===== src/rtl/gpm_pkg.sv =====
package gpm_pkg;
  typedef enum logic [2:0] {
    ST_FLOAT = 3'd0,
    ST_GND   = 3'd1,
    ST_HI    = 3'd2,
    ST_WAIT  = 3'd3,
    ST_LO    = 3'd4
  } gpm_state_e;

  localparam logic [2:0] SEL_NONE = 3'b000;
  localparam logic [2:0] SEL_GND  = 3'b001;
  localparam logic [2:0] SEL_HI   = 3'b010;
  localparam logic [2:0] SEL_LO   = 3'b100;

  function automatic logic [2:0] state_to_sel(input gpm_state_e st);
    case (st)
      ST_GND:          return SEL_GND;
      ST_HI, ST_WAIT:  return SEL_HI;
      ST_LO:           return SEL_LO;
      default:         return SEL_NONE;
    endcase
  endfunction
endpackage


===== src/rtl/gpm_pwr_seq.sv =====
module gpm_pwr_seq #(
  parameter int PON_CYCLES = 16
) (
  input  logic clk,
  input  logic rst_n,
  input  logic uvlo,
  output logic pon_done
);
  localparam int CW = $clog2(PON_CYCLES + 1);
  localparam logic [CW-1:0] LIMIT = CW'(PON_CYCLES);

  logic [CW-1:0] cnt;

  always_ff @(posedge clk) begin
    if (!rst_n || uvlo) cnt <= '0;
    else if (cnt != LIMIT) cnt <= cnt + 1'b1;
  end

  assign pon_done = (cnt == LIMIT);
endmodule


===== src/rtl/gpm_fall_timer.sv =====
module gpm_fall_timer #(
  parameter int DLY_W = 8
) (
  input  logic             clk,
  input  logic             rst_n,
  input  logic             run,
  input  logic [DLY_W-1:0] limit,
  output logic             done
);
  logic [DLY_W-1:0] cnt;

  always_ff @(posedge clk) begin
    if (!rst_n || !run) cnt <= '0;
    else if (!done) cnt <= cnt + 1'b1;
  end

  assign done = run && (cnt == (limit - DLY_W'(1)));
endmodule


===== src/rtl/gpm_ctrl.sv =====
module gpm_ctrl #(
  parameter int PON_CYCLES = 16,
  parameter int DLY_W      = 8
) (
  input  logic             clk,
  input  logic             rst_n,
  input  logic             uvlo,
  input  logic             flk,
  input  logic             panel_rst_n,
  input  logic             rail_hi_ok,
  input  logic             zero_dly,
  input  logic [DLY_W-1:0] fall_dly,
  output logic [2:0]       sel,
  output logic             slewing,
  output logic             drive_en
);
  import gpm_pkg::*;

  gpm_state_e state, state_nx;
  logic       timer_run;
  logic       timer_done;
  logic       skip_delay;

  gpm_pwr_seq #(.PON_CYCLES(PON_CYCLES)) u_pwr (
    .clk(clk), .rst_n(rst_n), .uvlo(uvlo), .pon_done(drive_en)
  );

  assign timer_run = (state == ST_WAIT);

  gpm_fall_timer #(.DLY_W(DLY_W)) u_tmr (
    .clk(clk), .rst_n(rst_n), .run(timer_run), .limit(fall_dly), .done(timer_done)
  );

  assign skip_delay = zero_dly || (fall_dly == '0);

  always_comb begin
    state_nx = state;
    if (uvlo)              state_nx = rail_hi_ok ? ST_HI : ST_FLOAT;
    else if (!drive_en)    state_nx = ST_GND;
    else if (!panel_rst_n) state_nx = rail_hi_ok ? ST_HI : ST_GND;
    else if (flk)          state_nx = ST_HI;
    else begin
      case (state)
        ST_HI:   state_nx = skip_delay ? ST_LO : ST_WAIT;
        ST_WAIT: state_nx = timer_done ? ST_LO : ST_WAIT;
        default: state_nx = ST_LO;
      endcase
    end
  end

  always_ff @(posedge clk) begin
    if (!rst_n) state <= ST_FLOAT;
    else        state <= state_nx;
  end

  assign sel     = state_to_sel(state);
  assign slewing = (state == ST_LO);
endmodule


===== config.mk =====
export PLATFORM = sky130hd
export DESIGN_NAME = gpm_ctrl
export DESIGN_NICKNAME = d
export VERILOG_FILES = /design/src/rtl/gpm_pkg.sv /design/src/rtl/gpm_pwr_seq.sv /design/src/rtl/gpm_fall_timer.sv /design/src/rtl/gpm_ctrl.sv
export SDC_FILE = /design/constraint.sdc
export NUM_CORES = 1
export LEC_CHECK = 0
export BUFFER_PORTS_ARGS = -buffer_cell sky130_fd_sc_hd__buf_4
export CORE_ASPECT_RATIO = 0.8
export CORE_MARGIN = 2
export CORE_UTILIZATION = 30
export CTS_CLUSTER_DIAMETER = 200
export DETAILED_ROUTE_END_ITERATION = 8
export GPL_ROUTABILITY_DRIVEN = 0
export PLACE_DENSITY_LB_ADDON = 0.15
export SKIP_LAST_GASP = 1
export SLEW_MARGIN = 30
export SYNTH_ARGS = -nofsm -noshare
export SYNTH_HDL_FRONTEND = slang
export SYNTH_HIERARCHICAL = 1
export SYNTH_SLANG_ARGS = --single-unit

===== constraint.sdc =====
create_clock -name clk -period 2.4 [get_ports clk]
set_input_delay 0.36 -clock clk [delete_from_list [all_inputs] [get_ports clk]]
set_output_delay 0.36 -clock clk [all_outputs]
set_load 0.01 [all_outputs]

==> results of run 1 <==
## through the flow
step	setup TNS [ps]	utilization	std cells	power [mW]	setup WS (ps)
4_1_cts	0	0.3794	239	0.6214	214.3
3_5_place_dp	-38.92	0.3662	235	0.3778	-38.92
3_3_place_gp	0	0.3662	235	0.3746	84.26
5_1_grt	0	0.3794	239	0.6394	4.543
6_report	0	0.3794	239	0.6110	216.1
2_1_floorplan	0	-	157	0.3272	186.4
## worst max-delay path, delay by kind of cell
| kind | cells | cell delay (ps) |
|---|---|---|
| and+or+nand+nor | 6 | 1360 |
| AOI/OAI and AO/OA | 1 | 250 |
| adders and majority gates | 1 | 230 |
| buffers and inverters | 3 | 180 |
## routing by layer
metal	global-route usage	wire length [um]	vias to the layer above
li1	-	-	633
met1	0.1929	1594	577
met2	0.2380	1536	35
met3	0.02023	183	4
met4	0.04688	27	0
met5	0	0	-
## area by class of cell
class	instances	share of cell area
sequential	16	0.2033
timing repair buffer	26	0.1239
multi-input combinational	126	0.5687
clock buffer	4	0.03495
tap	57	0.04527
inverter	10	0.02383
## final timing paths
| kind | endpoint | cells after the start |
|---|---|---|
| setup / recovery | state[2] | 11 |
| hold / removal | state[1] | 3 |
| setup reg to reg | state[2] | 8 |
| hold reg to reg | u_pwr/cnt[4] | 2 |
## cell usage after synthesis (5+ instances only)
cell / n / area, um2
dfxtp_1: 16 / 320.3
nor3_1: 6 / 30.03
nand4_1: 6 / 37.54
and3_1: 5 / 31.28
nor2_1: 11 / 41.29
nand3_1: 10 / 50.05
nand2_1: 8 / 30.03
o21ai_0: 5 / 25.02
inv_1: 10 / 37.54
xor2_1: 8 / 70.07
a21oi_1: 7 / 35.03
nor2b_1: 5 / 31.28
## cell families after synthesis
| family | count (synthesis) | share of synthesized area |
|---|---|---|
| multiplexers | 2 | 0.01553 |
| buffers and inverters | 15 | 0.05631 |
| XOR/XNOR | 12 | 0.08155 |
| AO/OA/AOI/OAI | 37 | 0.2223 |
| AND/OR/NAND/NOR | 71 | 0.3369 |
| adder cells (fa/ha/maj) | 4 | 0.03884 |
| flip-flops | 16 | 0.2485 |
## sequential cells by signal (all words and copies together), names as in the netlist
register	count
u_tmr/cnt	8
u_pwr/cnt	5
state	3
## report_power, final
group | total [mW] | switching (mW) | internal (mW)
logic | 0.0999 | 0.0525 | 0.0474
registers | 0.273 | 0.00353 | 0.269
clock network | 0.238 | 0.0928 | 0.145
total | 0.611 | 0.149 | 0.462
==> metrics.md, run 1 <==
| Metric | Value |
|---|---|
| Total CTS buffers | 3 |
| Crit path cell chain | buf_4 > inv_1 > ha_1 > nor2b_1 > or3_4 > a31oi_1 > nand3_1 > inv_1 > and4bb_1 > nor4b_1 > and3_1 |
| Hold-fix buffer count after cts | 0 |
| Worst hold slack | 418.0 ps |
| Most Frequent Cell on Critical Path | inv_1 |
| GRT Total Usage | 0.1439 |
| Cells after Synth | 157 |
| Fmax achieved | 457.9 MHz |
| Post-route clock skew | 2.974 ps |
| Postcts setup bufs | 0 |
| Vias post-DR | 1249 |
| Top-level I/O count | 20 |
| Cell area after synthesis | 0.001289 mm2 |
| Post-Route WL | 3.341 mm |
| WP data arrival | 2380 ps |
| CP endpoint kind | flip-flop |
| RSZ-0062 raised after global routing | no |
| Minimum clock period | 2184 ps |
| Commonest non-fill, non-tap cell in the layout | buf_4 |
| Placed inst area | 0.001520 mm2 |
| Die W | 77.28 um |
| Crit Path Category | primary input to flip-flop |
| H-tree lvl count | 1 |
| CTS Buffer Depth | 2 |
| Initial antenna violation count | 0 |
| Iteration-0 DRC Markers | 95 |
| Clock Pin Slew Worst Setup and Hold Paths | 60 ps |
| Die Span Y | 62.62 um |
| Largest net degree at the start of global routing | 12 |
| CTS tree | yes |
| Port Buffers | 19 |
| Final ANT Viol Nets | 0 |
| Core area | 0.004151 mm2 |
| Slowest cell on crit path | or3_4 |
| Origin of the critical flop-to-flop path | u_tmr/cnt[4] |
| Worst EP required | 2590 ps |
| Gr ovfl total | 0 |
| Min-delay worst type | primary input to flip-flop |
| Ys flop type | dfxtp_1 |
| Max Slew Vio Count | 0 |
| Most frequent cells in the layout | buf_4 (26), dfxtp_1 (16), nor2_1 (11) |
| Synth-to-Final Area Change | 22.23% |
| Area of the multi-input gates | 895.9 um2 |
| Avg WL per Cell | 13.98 um |
| Initial Util | 0.3104 |
| Nets@finish | 202 |
| Synth Net Count | 176 |
| Placement row count | 21 |
| DIE AREA | 0.004839 mm2 |
| Seq/Total Area, Yosys | 0.2485 |
| Max IR drop VDD | 0.1964 mV |
| Worst Tran Pin Value | 464.3 ps |
| Register area | 320.3 um2 |
| Reg2reg setup slack | 260 ps |
| Worst slew margin | 0.6905 |
| Ys async rst share | 0 |
| Max stage delay on crit path | 390 ps |
| Worst-skew pair later-pin latency | 250 ps |
| Netlist cell types | 54 |
| ANT cells | 0 |
| Leakage dissipation | 0.6704 nW |
| Filler Cells Inserted | 456 |
| EDFF count, synth | 0 |
| Post-DP HPWL | 2.587 mm |
| Status | finished clean |
| Via density | 5.226 |
| Share of cells above drive strength 1 | 0.2253 |
| Syn_area_per_cell | 8.209 um2 |
| Clk root buf | clkbuf_8 |
| First-pass GRT wire length | 5.699 mm |
| Drt first pass iters | 4 |
| DR DRC count | 0 |
| CTS sink count | 16 |
| Synth Warn # | 6 |
| Max-Cap Viols | 0 |
| Vias in the first global route | 1255 |
| Final Hold Vio Count | 0 |
| Max FO, Critical Path | 4 |
| PD cells | 387.9 mW/mm2 |
| Cts repair resizes | 0 |
| Worst Setup Start Kind | primary input |
| CP startpoint | fall_dly[0] |
| Seq cells post-synth | 16 |
| Fin crit share | 0.9099 |
| Fin area | 0.001575 mm2 |
| Final setup vio count | 0 |
| Hold Startpoint | rst_n |
No activity file was read; power rests on OpenSTA's default activity.
==> inputs of run 2 (changes only) <==
Settings changed: ABC_AREA from default to 1, ABC_CLOCK_PERIOD_IN_PS from default to 2400, RECOVER_POWER from default to 25.
==> metrics.md, run 2 <==
| Metric | Value |
|---|---|
| Min-delay worst type | primary input to flip-flop |
| Post-Route WL | 2.654 mm |
| Largest Register | u_tmr/cnt |
| Hold-fix buffer count after cts | 0 |
| TNS Setup | 0 ps |
| EDFF count, synth | 0 |
| Max-Cap Viols | 0 |
| Netlist cell types | 27 |
| H-tree lvl count | 1 |
| CTS Buffer Depth | 2 |
| Drt first pass iters | 4 |
| PD cells | 368.4 mW/mm2 |
| WP buf/inv | 5 |
| Cts repair resizes | 0 |
| Final ANT Viol Nets | 0 |
| Top post-synthesis cells by count | nand2_1 (59), inv_1 (27), nand3_1 (19), nor2_1 (19), dfxtp_1 (16) |
| Gr ovfl total | 0 |
| Fin worst setup slack | 543.3 ps |
| Share of cells above drive strength 1 | 0.2247 |
| Clock Pin Slew Worst Setup and Hold Paths | 60 ps |
| Initial Util | 0.3118 |
| Worst-skew pair later-pin latency | 240 ps |
| Biggest regs | u_tmr/cnt: 8 flops, u_pwr/cnt: 5 flops, state: 3 flops |
| Port Buffers | 19 |
| Worst EP required | 2540 ps |
| Placed inst area | 0.001496 mm2 |
| Crit Path Category | flip-flop to flip-flop |
| Placement row count | 21 |
| Cell area after synthesis | 0.001302 mm2 |
| Most frequent cells in the layout | nand2_1 (59), inv_1 (27), nor2_1 (19), buf_4 (19), nand3_1 (19) |
| Initial antenna violation count | 0 |
| WL met2 | 1.102 mm |
| Ranking of synthesized cells by area | dfxtp_1 (25%), nand2_1 (17%), inv_1 (7.8%), nand3_1 (7.3%), nor2_1 (5.5%) |
| Largest net degree at the start of global routing | 10 |
| PnR Total Power | 0.5665 mW |
| Total CTS buffers | 3 |
| Max FO, Critical Path | 9 |
| Routed met1 length | 1.447 mm |
| Vias in the first global route | 1065 |
| DR DRC count | 0 |
| Commonest non-fill, non-tap cell in the layout | nand2_1 |
| Clk root buf | clkbuf_8 |
| Most Frequent Cell on Critical Path | inv_1 |
| Top-level I/O count | 20 |
| Most frequent cell after synthesis | nand2_1 |
| Fin crit share | 0.7736 |
| WL met3 | 104 um |
| Synth-to-Final Area Change | 18.06% |
| Fin area | 0.001538 mm2 |
| CP delay by family, top | simple AND/OR/NAND/NOR gates |
| GRT Total Usage | 0.1157 |
| Die Span Y | 62.94 um |
| Crit path cell chain | inv_1 > nor2_2 > nand2_1 > inv_2 > inv_1 > a21oi_1 > nand3_1 > nor2_2 > nand2_2 > nor2_8 > nand2_4 > inv_2 > inv_1 > nand2_2 > nand3_2 > nand2_1 > a21oi_2 |
| Die W | 77.67 um |
| Worst Tran Pin Value | 298.2 ps |
| CTS tree | yes |
| Worst Setup Start Kind | flip-flop |
| Vias post-DR | 1199 |
| Synth Warn # | 6 |
| Post-DP HPWL | 2.173 mm |
| Max Slew Vio Count | 0 |
| RSZ-0062 raised after global routing | no |
| Synth Net Count | 227 |
| Leakage dissipation | 0.7220 nW |
| Iteration-0 DRC Markers | 38 |
| Cells after Synth | 208 |
| Final setup vio count | 0 |
| First-pass GRT wire length | 4.616 mm |
| Postcts setup bufs | 0 |
| Seq cells post-synth | 16 |
| Slowest cell on crit path | dfxtp_1 |
| Ys async rst share | 0 |
| Final Hold Vio Count | 0 |
| Max stage delay on crit path | 350 ps |
| Core area | 0.004178 mm2 |
| Synth area leader | dfxtp_1 |
| Max IR drop VDD | 0.2361 mV |
| Nets@finish | 248 |
| CP endpoint kind | flip-flop |
| Synth top area share | 0.2459 |
| Via density | 4.222 |
| Avg WL per Cell | 9.345 um |
| Syn_area_per_cell | 6.262 um2 |
| ANT cells | 0 |
| CTS sink count | 16 |
| Status | finished clean |
| Max reg flops | 8 |
| Minimum clock period | 1857 ps |
| DP Worst Slack | 350.5 ps |
| Worst slew margin | 0.8010 |
| Highest routed layer | met3 |
| Post-route clock skew | 6.266 ps |
| Fmax achieved | 538.6 MHz |
| DIE AREA | 0.004888 mm2 |
| WP data arrival | 1990 ps |
| Seq/Total Area, Yosys | 0.2459 |
| Ys flop type | dfxtp_1 |
run 2: cell count changes after synthesis, moves of 5 or more:
| cell | change |
|---|---|
| nand2_1 | +51 |
| inv_1 | +17 |
| nor2b_1 | -5 |
| a21oi_1 | +5 |
| inv_2 | +8 |
| nand3_1 | +9 |
| and3_1 | -5 |
| nor2_2 | +7 |
| nor2_1 | +8 |
run 2: per-stage QoR:
step           instances  utilization  hold slack [ps]
5_1_grt              284       0.3681            392.9
3_5_place_dp         281       0.3582            474.0
4_1_cts              284       0.3681            372.3
3_3_place_gp         281       0.3582            479.2
6_report             284       0.3681            383.7
2_1_floorplan        208            -            453.4
run 2: final cells by class:
type / instances / area [um2]
Tap cell: 57 / 71.32
Fill cell: 461 / 2640
Clock buffer: 3 / 41.29
Inverter: 35 / 131.4
Sequential cell: 16 / 320.3
Timing Repair Buffer: 19 / 142.6
Multi-Input combinational cell: 154 / 830.8
run 2: final timing paths:
| check | to | slack [ps] | startpoint | cells after the start |
|---|---|---|---|---|
| worst max-delay path | state[1] | 540 | state[1] | 17 |
| worst min-delay path | state[2] | 380 | flk | 4 |
| worst min register to register | u_pwr/cnt[4] | 490 | u_pwr/cnt[4] | 2 |
| worst max register to register | state[1] | 540 | state[1] | 17 |
run 2: power breakdown:
group	switching, mW	internal, mW
logic	0.0566	0.0422
clock network	0.0840	0.111
registers	0.00332	0.269
run 2: layer usage:
layer  global-route usage  up-vias
li1                     -      683
met1               0.1636      499
met2               0.1713       17
met3              0.03468        0
met4              0.02679        0
met5                    0        -
run 2: cells by family after synthesis:
kind of cell | synth area share
fa+ha+maj | 0.03843
simple gates | 0.4582
buf+inv | 0.1162
compound gates | 0.07397
flops | 0.2459
xor+xnor | 0.06724
run 2: worst register-to-register path, cell delays in order (launching register included):
cell,delay (ps)
dfxtp_1,350
inv_1,60
nor2_2,100
nand2_1,80
inv_2,70
inv_1,40
a21oi_1,110
nand3_1,100
nor2_2,120
nand2_2,90
nor2_8,150
nand2_4,110
inv_2,70
inv_1,40
nand2_2,70
nand3_2,80
nand2_1,80
a21oi_2,40
